File: src/rtl/nbt_pkg.sv
package nbt_pkg;

  typedef enum logic [1:0] {
    OP_IDLE  = 2'd0,
    OP_READ  = 2'd1,
    OP_WRITE = 2'd2
  } op_e;

  // Low two address bits of a burst beat: XOR order or wrapping increment.
  function automatic logic [1:0] beat_lo(input logic [1:0] start,
                                         input logic [1:0] beat,
                                         input logic       ilv);
    logic [1:0] sum;
    sum = start + beat;
    return ilv ? (start ^ beat) : sum;
  endfunction

endpackage

File: src/rtl/nbt_cmd_ctrl.sv
module nbt_cmd_ctrl
  import nbt_pkg::*;
#(
  parameter int ADDR_W = 6,
  parameter int LANES  = 2
) (
  input  logic              clk,
  input  logic              rst_n,
  input  logic              sleep,
  input  logic              burst_ilv,
  input  logic              adv,
  input  logic              ce1_n,
  input  logic              ce2,
  input  logic              ce3_n,
  input  logic              we_n,
  input  logic [LANES-1:0]  bw_n,
  input  logic [ADDR_W-1:0] addr,
  output op_e               iss_op,
  output logic [ADDR_W-1:0] iss_addr,
  output logic [LANES-1:0]  iss_be
);

  op_e               last_op;
  logic [ADDR_W-1:0] base_q;
  logic [1:0]        beat_q;
  logic [1:0]        beat_nx;
  logic              ce_ok;
  logic              start_new;
  logic              advance;

  always_comb begin
    ce_ok     = !ce1_n && ce2 && !ce3_n;
    beat_nx   = beat_q + 2'd1;
    iss_op    = OP_IDLE;
    iss_addr  = addr;
    start_new = 1'b0;
    advance   = 1'b0;
    if (!sleep) begin
      if (adv) begin
        iss_op   = last_op;
        iss_addr = {base_q[ADDR_W-1:2], beat_lo(base_q[1:0], beat_nx, burst_ilv)};
        advance  = (last_op != OP_IDLE);
      end else if (ce_ok) begin
        iss_op    = we_n ? OP_READ : OP_WRITE;
        start_new = 1'b1;
      end
    end
    iss_be = (iss_op == OP_WRITE) ? ~bw_n : '0;
  end

  always_ff @(posedge clk or negedge rst_n) begin
    if (!rst_n) begin
      last_op <= OP_IDLE;
      base_q  <= '0;
      beat_q  <= '0;
    end else begin
      last_op <= iss_op;
      if (start_new) begin
        base_q <= addr;
        beat_q <= '0;
      end else if (advance) begin
        beat_q <= beat_nx;
      end
    end
  end

endmodule

File: src/rtl/nbt_wr_pipe.sv
module nbt_wr_pipe
  import nbt_pkg::*;
#(
  parameter int ADDR_W = 6,
  parameter int LANES  = 2
) (
  input  logic              clk,
  input  logic              rst_n,
  input  logic              pipe_mode,
  input  op_e               iss_op,
  input  logic [ADDR_W-1:0] iss_addr,
  input  logic [LANES-1:0]  iss_be,
  output logic              s1_rd,
  output logic              s1_wr,
  output logic [ADDR_W-1:0] s1_addr,
  output logic              commit_en,
  output logic [ADDR_W-1:0] commit_addr,
  output logic [LANES-1:0]  commit_be,
  output logic              fwd_hit,
  output logic [LANES-1:0]  fwd_be
);

  op_e               s1_op, s2_op;
  logic [LANES-1:0]  s1_be, s2_be;
  logic [ADDR_W-1:0] s2_addr;
  logic              s2_wr;

  always_ff @(posedge clk or negedge rst_n) begin
    if (!rst_n) begin
      s1_op <= OP_IDLE;
      s2_op <= OP_IDLE;
    end else begin
      s1_op <= iss_op;
      s2_op <= s1_op;
    end
  end

  always_ff @(posedge clk) begin
    s1_addr <= iss_addr;
    s1_be   <= iss_be;
    s2_addr <= s1_addr;
    s2_be   <= s1_be;
  end

  assign s1_rd = (s1_op == OP_READ);
  assign s1_wr = (s1_op == OP_WRITE);
  assign s2_wr = (s2_op == OP_WRITE);

  // Late write: the stage holding the address meets its data on wdata.
  assign commit_en   = pipe_mode ? s2_wr   : s1_wr;
  assign commit_addr = pipe_mode ? s2_addr : s1_addr;
  assign commit_be   = pipe_mode ? s2_be   : s1_be;

  // Only pipelined mode has a write still in flight while a read samples.
  assign fwd_hit = pipe_mode && s1_rd && s2_wr && (s2_addr == s1_addr);
  assign fwd_be  = s2_be;

endmodule

File: src/rtl/nbt_array.sv
module nbt_array #(
  parameter int ADDR_W = 6,
  parameter int LANES  = 2,
  parameter int LANE_W = 9,
  localparam int DEPTH  = 1 << ADDR_W,
  localparam int DATA_W = LANES * LANE_W
) (
  input  logic              clk,
  input  logic              wr_en,
  input  logic [ADDR_W-1:0] wr_addr,
  input  logic [LANES-1:0]  wr_be,
  input  logic [DATA_W-1:0] wr_data,
  input  logic [ADDR_W-1:0] rd_addr,
  output logic [DATA_W-1:0] rd_data
);

  for (genvar g = 0; g < LANES; g++) begin : g_lane
    logic [LANE_W-1:0] mem [DEPTH];
    always_ff @(posedge clk) begin
      if (wr_en && wr_be[g]) mem[wr_addr] <= wr_data[g*LANE_W +: LANE_W];
    end
    assign rd_data[g*LANE_W +: LANE_W] = mem[rd_addr];
  end

endmodule

File: src/rtl/nbt_rd_out.sv
module nbt_rd_out #(
  parameter int LANES  = 2,
  parameter int LANE_W = 9,
  localparam int DATA_W = LANES * LANE_W
) (
  input  logic              clk,
  input  logic              rst_n,
  input  logic              pipe_mode,
  input  logic              oe_n,
  input  logic              sleep,
  input  logic              s1_rd,
  input  logic [DATA_W-1:0] arr_data,
  input  logic              fwd_hit,
  input  logic [LANES-1:0]  fwd_be,
  input  logic [DATA_W-1:0] wdata,
  output logic              out_vld,
  output logic [DATA_W-1:0] dq_out,
  output logic              dq_oe
);

  logic [DATA_W-1:0] merged;
  logic [DATA_W-1:0] out_q;
  logic [DATA_W-1:0] src_data;
  logic              src_vld;

  for (genvar g = 0; g < LANES; g++) begin : g_merge
    assign merged[g*LANE_W +: LANE_W] = (fwd_hit && fwd_be[g]) ?
      wdata[g*LANE_W +: LANE_W] : arr_data[g*LANE_W +: LANE_W];
  end

  always_ff @(posedge clk or negedge rst_n) begin
    if (!rst_n) out_vld <= 1'b0;
    else        out_vld <= s1_rd;
  end

  always_ff @(posedge clk) out_q <= merged;

  assign src_vld  = pipe_mode ? out_vld : s1_rd;
  assign src_data = pipe_mode ? out_q   : arr_data;
  assign dq_oe    = src_vld && !oe_n && !sleep;
  assign dq_out   = dq_oe ? src_data : '0;

endmodule

File: src/rtl/nbt_sram.sv
module nbt_sram
  import nbt_pkg::*;
#(
  parameter int ADDR_W = 6,
  parameter int LANES  = 2,
  parameter int LANE_W = 9,
  localparam int DATA_W = LANES * LANE_W
) (
  input  logic              clk,
  input  logic              rst_n,
  input  logic              pipe_mode,
  input  logic              burst_ilv,
  input  logic              sleep,
  input  logic              oe_n,
  input  logic              ce1_n,
  input  logic              ce2,
  input  logic              ce3_n,
  input  logic              adv,
  input  logic              we_n,
  input  logic [LANES-1:0]  bw_n,
  input  logic [ADDR_W-1:0] addr,
  input  logic [DATA_W-1:0] wdata,
  output logic [DATA_W-1:0] dq_out,
  output logic              dq_oe
);

  op_e               iss_op;
  logic [ADDR_W-1:0] iss_addr;
  logic [LANES-1:0]  iss_be;
  logic              s1_rd, s1_wr;
  logic [ADDR_W-1:0] s1_addr;
  logic              commit_en;
  logic [ADDR_W-1:0] commit_addr;
  logic [LANES-1:0]  commit_be;
  logic              fwd_hit;
  logic [LANES-1:0]  fwd_be;
  logic [DATA_W-1:0] arr_data;
  logic              out_vld;

  nbt_cmd_ctrl #(.ADDR_W(ADDR_W), .LANES(LANES)) u_cmd (
    .clk(clk), .rst_n(rst_n), .sleep(sleep), .burst_ilv(burst_ilv), .adv(adv),
    .ce1_n(ce1_n), .ce2(ce2), .ce3_n(ce3_n), .we_n(we_n), .bw_n(bw_n),
    .addr(addr), .iss_op(iss_op), .iss_addr(iss_addr), .iss_be(iss_be)
  );

  nbt_wr_pipe #(.ADDR_W(ADDR_W), .LANES(LANES)) u_pipe (
    .clk(clk), .rst_n(rst_n), .pipe_mode(pipe_mode), .iss_op(iss_op),
    .iss_addr(iss_addr), .iss_be(iss_be), .s1_rd(s1_rd), .s1_wr(s1_wr),
    .s1_addr(s1_addr), .commit_en(commit_en), .commit_addr(commit_addr),
    .commit_be(commit_be), .fwd_hit(fwd_hit), .fwd_be(fwd_be)
  );

  nbt_array #(.ADDR_W(ADDR_W), .LANES(LANES), .LANE_W(LANE_W)) u_arr (
    .clk(clk), .wr_en(commit_en), .wr_addr(commit_addr), .wr_be(commit_be),
    .wr_data(wdata), .rd_addr(s1_addr), .rd_data(arr_data)
  );

  nbt_rd_out #(.LANES(LANES), .LANE_W(LANE_W)) u_out (
    .clk(clk), .rst_n(rst_n), .pipe_mode(pipe_mode), .oe_n(oe_n), .sleep(sleep),
    .s1_rd(s1_rd), .arr_data(arr_data), .fwd_hit(fwd_hit), .fwd_be(fwd_be),
    .wdata(wdata), .out_vld(out_vld), .dq_out(dq_out), .dq_oe(dq_oe)
  );

endmodule

File: config.mk
export PLATFORM = sky130hd
export DESIGN_NAME = nbt_sram
export DESIGN_NICKNAME = d
export VERILOG_FILES = /design/src/rtl/nbt_pkg.sv /design/src/rtl/nbt_cmd_ctrl.sv /design/src/rtl/nbt_wr_pipe.sv /design/src/rtl/nbt_array.sv /design/src/rtl/nbt_rd_out.sv /design/src/rtl/nbt_sram.sv
export SDC_FILE = /design/constraint.sdc
export NUM_CORES = 1
export LEC_CHECK = 0
export ABC_CLOCK_PERIOD_IN_PS = 3200
export BUFFER_PORTS_ARGS = -buffer_cell sky130_fd_sc_hd__clkbuf_2
export CAP_MARGIN = 15
export CORE_MARGIN = 3
export CORE_UTILIZATION = 45
export CTS_CLUSTER_DIAMETER = 60
export CTS_CLUSTER_SIZE = 30
export DETAILED_ROUTE_END_ITERATION = 10
export GPL_ROUTABILITY_DRIVEN = 0
export GPL_TIMING_DRIVEN = 0
export HOLD_SLACK_MARGIN = 0.08
export REMOVE_ABC_BUFFERS = 1
export SLEW_MARGIN = 30
export SYNTH_ARGS = -nofsm -noshare
export SYNTH_HDL_FRONTEND = slang
export SYNTH_SLANG_ARGS = --single-unit
File: constraint.sdc
create_clock -name clk -period 3.2 [get_ports clk]
set_input_delay 0.64 -clock clk [delete_from_list [all_inputs] [get_ports clk]]
set_output_delay 0.64 -clock clk [all_outputs]
set_load 0.005 [all_outputs]
==> metrics.txt, run 1 <==
full die area=approximately 110000 um2; top_reg_cell synth=edfxtp_1; Worst EP arrival=roughly 3.4 ns; synthesized flop and latch total=1199; Final Hold Viols=0; top layer used by detailed routing=met4; utilization after layout=53.02%; final setup fails=387; die width=around 330 um; Syn Area/Cell=19.46 um2; initial antenna violation count=1; critical path, cell by cell=buf_16, buf_16, buf_16, buf_16, buf_16, buf_12, buf_12, mux4_2, mux2i_4, nand2_1, nand4_1, o21ai_2, o211a_1, clkbuf_2; clk sink count=~1.2k; Finished Layout Cells=4033; first-pass GRT wire length=164900 um; fin worst setup slack=-0.8080 ns; worst min path class=input pin to flip-flop; CP required=2.56 ns; via density per instance=a little under 6; routed length per placed instance=approximately 28 um; Root Driver=clkbuf_16; wire length on met1=48500 um; cts bufs inserted=83; Pre-antenna DRT Iters=7; drt drc=0; Placed Area=a little under 50000 um2; gate count of the mapped netlist=2429; P_leak=17.87 nW; fin crit period=4.008 ns; Buf/Inv on CP=8; H-tree depth=3; Pwr Total=roughly 35 mW; most frequent CP cell=buf_16; count of cell types in the netlist=53; RSZ-0062 raised after global routing=yes; Post-synth ARST share=1.084%; Clock Pin Slew Worst Setup and Hold Paths=0.08 ns; HPWL after detailed placement=66990 um; largest net degree at the start of global routing=66; Final Slew Violations=0; DP Cell Count=3766; f_max=249.5 MHz; Nets=2619; synth-to-layout area growth=16.62%; Synthesis Warnings=0; CP max stage delay=0.44 ns; CTS tree=built; Post-Syn Area=47260 um2; antenna-violating nets left=0; status=finished, violations left; crit-path max FO=7; CP endpoint kind=output pin; design area=55110 um2; Die Span Y=330.1 um; slowest CP cell=mux4_2; I/O pin total=56; routed wire length=114100 um; Overall Global Routing Usage=20.82%; sequential fraction of the synthesis area=between 70% and 80%; CTS Buffer Depth=3; worst relative slew slack=33.88%; cell family with most CP delay=buffers and inverters; CORE AREA=103900 um2; CP Class=flip-flop to output pin; Vias=24.06k; Least-Margin Pin Slew=roughly 0.99 ns; CP Launch Type=flip-flop; initial DRC count=2326; Clock Latency Late Sink=0.68 ns; Setup Skew=roughly 0.037 ns; Power Density=between 600 and 700 nW/um2; Met3 Routed Length=~8500 um; Cell Rows=118; # port buffers=55; number of enable flip-flop cells after synthesis=1152; final worst-path cycle share=125.3%; grt total ovfl=0; max-cap violations=0; met2 wire len=~54000 um; VDD IR-drop max=~0.51 mV; failing checks=setup timing; hold slack=around 0.2 ns; vias in the first global route=roughly 24k; Initial Util=45.47%; share of layout cells above drive strength 1=30.28%
==> worst register-to-register path: cells and delay by family, from the launching register on <==
kind	cells	cell delay [ns]
buffers and inverters	2	0.47
and+or+nand+nor	3	1.45
DFF	1	0.50
AOI/OAI and AO/OA	1	0.76
==> synth_stat cells, types with 8 or more instances <==
master | n | share of area [%]
dfrtp_1 | 13 | 0.69
buf_4 | 10 | 0.16
edfxtp_1 | 1152 | 73
mux2i_1 | 269 | 5.7
a22oi_1 | 204 | 3.2
and2_1 | 8 | 0.11
buf_6 | 22 | 0.52
dfxtp_1 | 34 | 1.4
mux2_2 | 27 | 0.64
nor2b_1 | 8 | 0.11
clkbuf_1 | 41 | 0.33
buf_2 | 40 | 0.42
nand3_1 | 33 | 0.35
mux4_2 | 183 | 8.7
xnor2_1 | 10 | 0.19
nand2_1 | 97 | 0.77
nand2b_1 | 10 | 0.13
nand4_1 | 19 | 0.25
nor2_1 | 155 | 1.2
buf_12 | 9 | 0.38
==> flip-flops by register name, summed over array words and instances, names as in the netlist <==
register / cells
u_pipe.fwd_be: 2
u_cmd.beat_q: 2
u_arr.g_lane.mem: 1152
u_pipe.s1_be: 2
u_out.out_q: 18
u_pipe.s1_addr: 6
u_out.out_vld: 1
u_pipe.s1_op: 2
u_cmd.base_q: 6
u_pipe.s2_addr: 6
u_pipe.s2_op: 2
==> stage by stage <==
stage,TNS (ns),setup slack (ns)
finish,-63.23,-0.8080
global route,-87.57,-0.8648
CTS,-25.96,-0.8511
detailed placement,-731.80,-1.452
global placement,-,-22.44
floorplan,-,-15.05
==> layer usage <==
layer | up-vias | global-route usage (%)
li1 | 10270 | -
met1 | 12650 | 30.40
met2 | 970 | 32.94
met3 | 167 | 3.331
met4 | 0 | 5.401
met5 | - | 0
==> area by class of cell <==
| cell class | instances | area (um2) |
|---|---|---|
| Fill cell | 8041 | 48830 |
| Sequential cell | 1199 | 35620 |
| Multi-Input combinational cell | 1088 | 12080 |
| Timing Repair Buffer | 201 | 2708 |
| Clock buffer | 89 | 2142 |
| Tap cell | 1380 | 1727 |
| Clock inverter | 67 | 804.5 |
| Inverter | 8 | 32.53 |
| Antenna cell | 1 | 2.502 |
==> final timing paths <==
path	from	end	slack [ns]	cells past startpoint
hold / removal	we_n	u_pipe.s1_op[1]$_DFF_PN0_	0.20	2
setup reg to reg	u_pipe.s1_addr[2]$_DFF_P_	u_arr.g_lane[0].mem[2][1]$_DFFE_PP_	-0.33	6
max in group asynchronous	rst_n	u_pipe.s1_op[0]$_DFF_PN0_	2.42	2
min in group asynchronous	rst_n	u_pipe.s2_op[1]$_DFF_PN0_	0.44	2
setup / recovery	u_pipe.s1_addr[0]$_DFF_P_	dq_out[9]	-0.81	14
hold reg to reg	u_pipe.s1_be[1]$_SDFF_PP0_	u_pipe.fwd_be[1]$_DFF_P_	0.38	0
==> where the power goes <==
group | internal, mW | total [mW] | switching, mW
Combinational | 2.78 | 5.91 | 3.13
Clock | 5.32 | 11.4 | 6.03
Sequential | 17.3 | 17.4 | 0.131
==> kinds of logic (layout without fill, tap and decap cells) <==
kind of cell,Yosys count,after routing,synth area share [%]
DFF,1199,1199,75.33
muxes,481,481,15.17
and+or+nand+nor,348,349,3.257
AOI/OAI and AO/OA,246,246,3.924
buffers and inverters,143,365,2.084
xor gates and xnor gates,11,11,0.2039
adders and majority gates,1,1,0.02647
other,0,1,0
==> placed cells by master (no fill, tap or decap), types with 7 or more instances in the layout <==
master     instances
a22oi_1          161
a22oi_2           43
and2_1             7
buf_12            27
buf_16            32
buf_4             63
buf_6             10
bufbuf_16         10
clkbuf_16         86
clkbuf_2          36
clkbuf_4          18
clkinv_8          18
dfrtp_1           13
dfxtp_1           28
edfxtp_1        1152
inv_6             11
inv_8             12
mux2_2            22
mux2i_1          261
mux2i_4            7
mux4_2           183
nand2_1           72
nand2_2           17
nand2b_1           9
nand3_1           33
nand4_1           19
nor2_1            23
nor2_2            45
nor2_4            88
xnor2_1           10
==> timing repair <==
action / in CTS / in global routing
buffers inserted: 66 / 25
gates cloned: 19 / 1
hold buffers: 1 / 0
endpoints found under the hold margin: 13 / 0
endpoints found under the setup margin: 1180 / 570
resized for setup: 301 / 63
pin swaps: 60 / 28
Note: power is estimated with default switching activity, not from simulation.
==> run 2, diff against run 1 <==
--- a/config.mk
+++ b/config.mk
@@ -17,6 +17,7 @@
 export GPL_TIMING_DRIVEN = 0
 export HOLD_SLACK_MARGIN = 0.08
 export REMOVE_ABC_BUFFERS = 1
+export SETUP_SLACK_MARGIN = 0.3
 export SLEW_MARGIN = 30
 export SYNTH_ARGS = -nofsm -noshare
 export SYNTH_HDL_FRONTEND = slang
==> metrics.txt, run 2 (synthesis gave the netlist of run 1 again) <==
Switching Fraction=26.88%; routed length per placed instance=28.40 um; FILL cells=7954; Setup Skew=0.03898 ns; synth-to-layout area growth=18.57%; fin worst setup slack=-0.8097 ns; CORE AREA=103900 um2; Clock Latency Late Sink=0.68 ns; initial DRC count=2612; Final Slew Violations=0; R2R cell count=8; Most flops, register=u_arr.g_lane.mem; Pre-antenna DRT Iters=7; grt met3 use=roughly 3.4%; Root Driver=clkbuf_16; RSZ-0062 raised after global routing=yes; via density per instance=5.964; max reg flops=1152; Initial Util=45.47%; vias in the first global route=approximately 24k; Worst R2R End=u_arr.g_lane[1].mem[1][2]$_DFFE_PP_; M2 GR Usage=33.25%; H-tree depth=3; worst relative slew slack=34.04%; share of layout cells above drive strength 1=31.78%; HPWL after detailed placement=66990 um; status=finished, violations left; CP Launch Type=flip-flop; P_leak=18.14 nW; Critical Path Sink=dq_out[9]; Overall Global Routing Usage=20.98%; CTS tree=built; first-pass GRT wire length=166200 um; Worst EP arrival=3.37 ns; Final Hold Viols=0; r2r startpoint=u_pipe.s1_addr[0]$_DFF_P_; Comb pwr share=17.4%; Cell Rows=118; routed wire length=115300 um; CTS Buffer Depth=3; CP required=2.56 ns; leading cell type in the layout, fill and taps excluded=edfxtp_1; initial antenna violation count=2; clk sink count=1199; Clk pwr share=32.6%; Power Density=621.3 nW/um2; Reg2Reg Setup Slack=0.34 ns; switching pwr=9.358 mW; Vias=between 20k and 25k; drt drc=0; worst setup path start=u_pipe.s1_addr[0]$_DFF_P_; Clock Pin Slew Worst Setup and Hold Paths=0.08 ns; Least-Margin Pin Slew=just under 1 ns; I/O pin total=56; CP Class=flip-flop to output pin; Nets=2648; Most Crowded Layer GR=met2; met1 usage=30.57%; worst min path class=input pin to flip-flop; max-cap violations=0; die width=330.1 um; cts bufs inserted=a little over 80; VDD IR-drop max=0.5114 mV; f_max=249.4 MHz; DP Cell Count=roughly 3.8k; largest registers=u_arr.g_lane.mem: 1152 flops, u_out.out_q: 18 flops; Finished Layout Cells=4062; full die area=108900 um2; antenna-violating nets left=0; Die Span Y=between 300 and 400 um; # port buffers=between 50 and 60; largest net degree at the start of global routing=66; final setup fails=18; commonest cells after routing, fill and taps aside=edfxtp_1 (1152), mux2i_1 (261), mux4_2 (183), a22oi_1 (160), nor2_4 (132); fin crit period=4.010 ns; Pint=25.46 mW; CP endpoint kind=output pin; Seq pwr share=between 50% and 60%; crit-path max FO=7; final worst-path cycle share=125.3%; grt total ovfl=0; Final TNS setup=-12.88 ns; failing checks=setup timing
[run 2: changes by cell type in the layout (fill, tap and decap cells not counted), sizes merged]
| cell | previous run | this run |
|---|---|---|
| buf | 135 | 161 |
| bufbuf | 10 | 11 |
| clkbuf | 144 | 146 |
[run 2: worst max-delay path, cell delays in order (launching register included)]
cell and delay (ns):
dfxtp_4 0.38, buf_16 0.13, buf_16 0.12, buf_16 0.13
buf_16 0.15, buf_16 0.15, buf_12 0.12, buf_12 0.12
mux4_2 0.44, mux2i_4 0.20, nand2_1 0.10, nand4_1 0.18
o21ai_2 0.08, o211a_1 0.26, clkbuf_2 0.13
[run 2: worst min path at each step]
stage / depth (start not counted) / end / from / slack (ns)
after floorplan: 0 / u_cmd.base_q[0]$_DFFE_PN0P_ / rst_n / 0.34
after global placement: 0 / u_pipe.fwd_be[0]$_DFF_P_ / u_pipe.s1_be[0]$_SDFF_PP0_ / 0.36
after detailed placement: 0 / u_pipe.fwd_be[1]$_DFF_P_ / u_pipe.s1_be[1]$_SDFF_PP0_ / 0.37
after CTS: 2 / u_pipe.s1_op[1]$_DFF_PN0_ / we_n / 0.16
after global routing: 2 / u_pipe.s1_op[1]$_DFF_PN0_ / we_n / 0.20
final: 2 / u_pipe.s1_op[1]$_DFF_PN0_ / we_n / 0.20
[run 2: what timing repair did]
item | in CTS | in global routing
cloned | 20 | 2
gates resized for setup | 404 | 36
hold buffers | 1 | 0
endpoints found under the hold margin | 13 | 0
pin swaps | 68 | 54
buffers inserted | 74 | 42
setup endpoints to repair | 1189 | 922
[run 2: routing by layer]
metal	part of all wire [%]	vias to the layer above	wire length, um
li1	-	10320	-
met1	43	12780	49090
met2	48	959	55110
met3	7.3	166	8405
met4	2.4	2	2714
met5	0.016	-	18
[run 2: area by class of cell]
class | count | area [um2] | share of cell area, %
repair buffers | 230 | 3267 | 5.830
clock inverters | 67 | 804.5 | 1.436
well taps | 1380 | 1727 | 3.082
diodes | 1 | 2.502 | 0.004466
clock buffers | 89 | 2142 | 3.823
flip-flops and latches | 1199 | 35620 | 63.57
multi-input cells | 1088 | 12440 | 22.19
inverters | 8 | 32.53 | 0.05806
[run 2: through the flow]
| stage | util (%) | hold WS, ns | power [mW] | area (um2) | setup slack [ns] |
|---|---|---|---|---|---|
| floorplan | - | 0.3444 | 20.90 | 46300 | -15.05 |
| global placement | 46.47 | 0.3644 | 22.09 | 48300 | -22.44 |
| detailed placement | 47.45 | 0.3661 | 22.40 | 49320 | -1.452 |
| CTS | 53.17 | 0.1630 | 34.87 | 55270 | -0.8511 |
| global route | 53.91 | 0.1957 | 35.88 | 56030 | -0.8884 |
| finish | 53.91 | 0.2016 | 34.82 | 56030 | -0.8097 |
[run 2: power groups by stage]
stage                     Clock [mW]  Sequential (mW)  Combinational [mW]
final                           11.3             17.4                6.05
after floorplan                    0             18.1                2.85
after detailed placement           0             17.8                4.58
after global routing            12.1             17.4                6.32
after global placement             0             18.2                3.88
after CTS                       11.6             17.4                5.90
==> run 3, diff against run 2 <==
--- a/config.mk
+++ b/config.mk
@@ -8,6 +8,7 @@
 export ABC_CLOCK_PERIOD_IN_PS = 3200
 export BUFFER_PORTS_ARGS = -buffer_cell sky130_fd_sc_hd__clkbuf_2
 export CAP_MARGIN = 15
+export CORE_ASPECT_RATIO = 0.9
 export CORE_MARGIN = 3
 export CORE_UTILIZATION = 45
 export CTS_CLUSTER_DIAMETER = 60
@@ -16,6 +17,7 @@
 export GPL_ROUTABILITY_DRIVEN = 0
 export GPL_TIMING_DRIVEN = 0
 export HOLD_SLACK_MARGIN = 0.08
+export PLACE_DENSITY_LB_ADDON = 0.25
 export REMOVE_ABC_BUFFERS = 1
 export SETUP_SLACK_MARGIN = 0.3
 export SLEW_MARGIN = 30
==> metrics.txt, run 3 (synthesis gave the netlist of run 1 again) <==
status=finished, violations left; failing checks=setup timing; Critical Path Sink=dq_out[11]; Setup Skew=roughly 0.026 ns; largest net degree at the start of global routing=between 60 and 70; design area=~54000 um2; initial DRC count=2464; Final Slew Violations=0; R2R cell count=8; hold slack=0.1970 ns; Least-Margin Pin Slew=between 0.9 and 1 ns; CP Launch Type=flip-flop; final worst-path cycle share=120.7%; VDD IR-drop max=0.4308 mV; Worst EP arrival=3.22 ns; P_leak=approximately 18 nW; Setup WS pre-CTS=-1.396 ns; Clk pwr share=a little under a third; Worst R2R End=u_arr.g_lane[0].mem[22][3]$_DFFE_PP_; FILL cells=7973; crit-path max FO=6; Clock Pin Slew Worst Setup and Hold Paths=0.09 ns; r2r startpoint=u_pipe.s1_addr[0]$_DFF_P_; Pint=24.81 mW; Root Driver=clkbuf_16; Pwr Total=33.55 mW; Comb pwr share=17.0%; utilization after layout=52.08%; worst setup path start=u_pipe.s1_addr[0]$_DFF_P_; CTS Buffer Depth=3; CP required=2.56 ns; Final TNS setup=-84.37 ns; final setup fails=629; Multi-input gate area=11610 um2; synth-to-layout area growth=14.59%; max reg flops=1152; Switching Fraction=26.04%; largest registers=u_arr.g_lane.mem: 1152 flops, u_out.out_q: 18 flops; Pre-antenna DRT Iters=5; worst min path class=input pin to flip-flop; Initial Util=approximately 45%; Clock Latency Late Sink=0.65 ns; RSZ-0062 raised after global routing=yes; Reg2Reg Setup Slack=-0.28 ns; CORE AREA=104000 um2; HPWL after detailed placement=around 67000 um; max-cap violations=0; Vias=23.84k; Most flops, register=u_arr.g_lane.mem; Overall Global Routing Usage=20.60%; CP Class=flip-flop to output pin; drt drc=0; die width=347.6 um; Nets=approximately 2.6k; vias in the first global route=between 20k and 25k; via density per instance=around 6.0; routed wire length=113600 um; Die Span Y=313.4 um; share of layout cells above drive strength 1=27.89%; H-tree depth=3; I/O pin total=56; Placed Area=approximately 50000 um2; CP endpoint kind=output pin; Cell Rows=112; worst relative slew slack=between 30% and 40%; leading cell type in the layout, fill and taps excluded=edfxtp_1; fin crit period=3.862 ns; full die area=108900 um2; Power Density=slightly above 600 nW/um2; clk sink count=approximately 1.2k; cts bufs inserted=70; # port buffers=55; Finished Layout Cells=3977; sequential cell area=35620 um2; first-pass GRT wire length=162000 um; f_max=258.9 MHz; commonest cells after routing, fill and taps aside=edfxtp_1 (1152), mux2i_1 (262), mux4_2 (183), a22oi_1 (158), clkbuf_16 (71); fin worst setup slack=-0.6623 ns; Final Hold Viols=0; antenna-violating nets left=0; Seq pwr share=between 50 and 60%; switching pwr=8.735 mW; initial antenna violation count=3; CTS tree=built; routed length per placed instance=approximately 29 um; grt total ovfl=0; DP Cell Count=3754
==> run 3: changes by cell type in the layout (fill, tap and decap cells not counted), sizes merged <==
cell	change
bufbuf	+2
and2	-1
clkbuf	-19
buf	-41
inv	-13
diode	+1
bufinv	+5
clkinv	-7
==> run 3: critical path, cell delays in order, from the launching register on <==
cell and delay [ns]:
dfxtp_4 0.39, buf_16 0.15, buf_16 0.12, buf_16 0.12, buf_16 0.14, buf_4 0.17, mux4_1 0.55, nand2b_1 0.09
a32oi_1 0.10, nand4_1 0.26, o21ai_2 0.12, o211a_1 0.23, clkbuf_2 0.11
==> run 3: worst min path at each step <==
stage / slack (ns) / endpoint / start / depth (start not counted)
final: 0.20 / u_pipe.s1_op[1]$_DFF_PN0_ / we_n / 2
after global routing: 0.18 / u_pipe.s1_op[1]$_DFF_PN0_ / we_n / 2
after CTS: 0.16 / u_pipe.s1_op[1]$_DFF_PN0_ / we_n / 2
after detailed placement: 0.37 / u_pipe.fwd_be[0]$_DFF_P_ / u_pipe.s1_be[0]$_SDFF_PP0_ / 0
after global placement: 0.36 / u_pipe.fwd_be[0]$_DFF_P_ / u_pipe.s1_be[0]$_SDFF_PP0_ / 0
after floorplan: 0.34 / u_cmd.base_q[0]$_DFFE_PN0P_ / rst_n / 0
==> run 3: layer usage <==
metal,global-route usage (%),vias to the layer above,wire length [um]
li1,-,10160,-
met3,4.961,162,9417
met2,32.89,984,54410
met4,5.724,0,2986
met5,0,-,0
met1,28.55,12530,46750
==> run 3: area by class of cell <==
| cell class | count | area share [%] |
|---|---|---|
| Clock inverter | 52 | 1.393 |
| Clock buffer | 73 | 3.295 |
| Tap cell | 1368 | 3.161 |
| Multi-Input combinational cell | 1087 | 21.43 |
| Sequential cell | 1199 | 65.78 |
| Inverter | 8 | 0.06008 |
| Timing Repair Buffer | 188 | 4.864 |
| Antenna cell | 2 | 0.009243 |
==> run 3: what timing repair did <==
| action | 4_1_cts | 5_1_grt |
|---|---|---|
| hold buffers | 1 | 0 |
| cloned | 22 | 0 |
| resized for setup | 100 | 132 |
| setup endpoints to repair | 1189 | 1187 |
| pin swaps | 38 | 27 |
| buffers inserted | 54 | 19 |
| hold endpoints to repair | 13 | 0 |
==> run 3: power by group through the flow <==
stage                     logic (mW)  registers [mW]  clock network (mW)
after global placement          3.87            18.2                   0
final                           5.72            17.4                10.4
after global routing            5.99            17.4                11.2
after CTS                       5.56            17.4                10.6
after floorplan                 2.85            18.1                   0
after detailed placement        4.58            17.8                   0
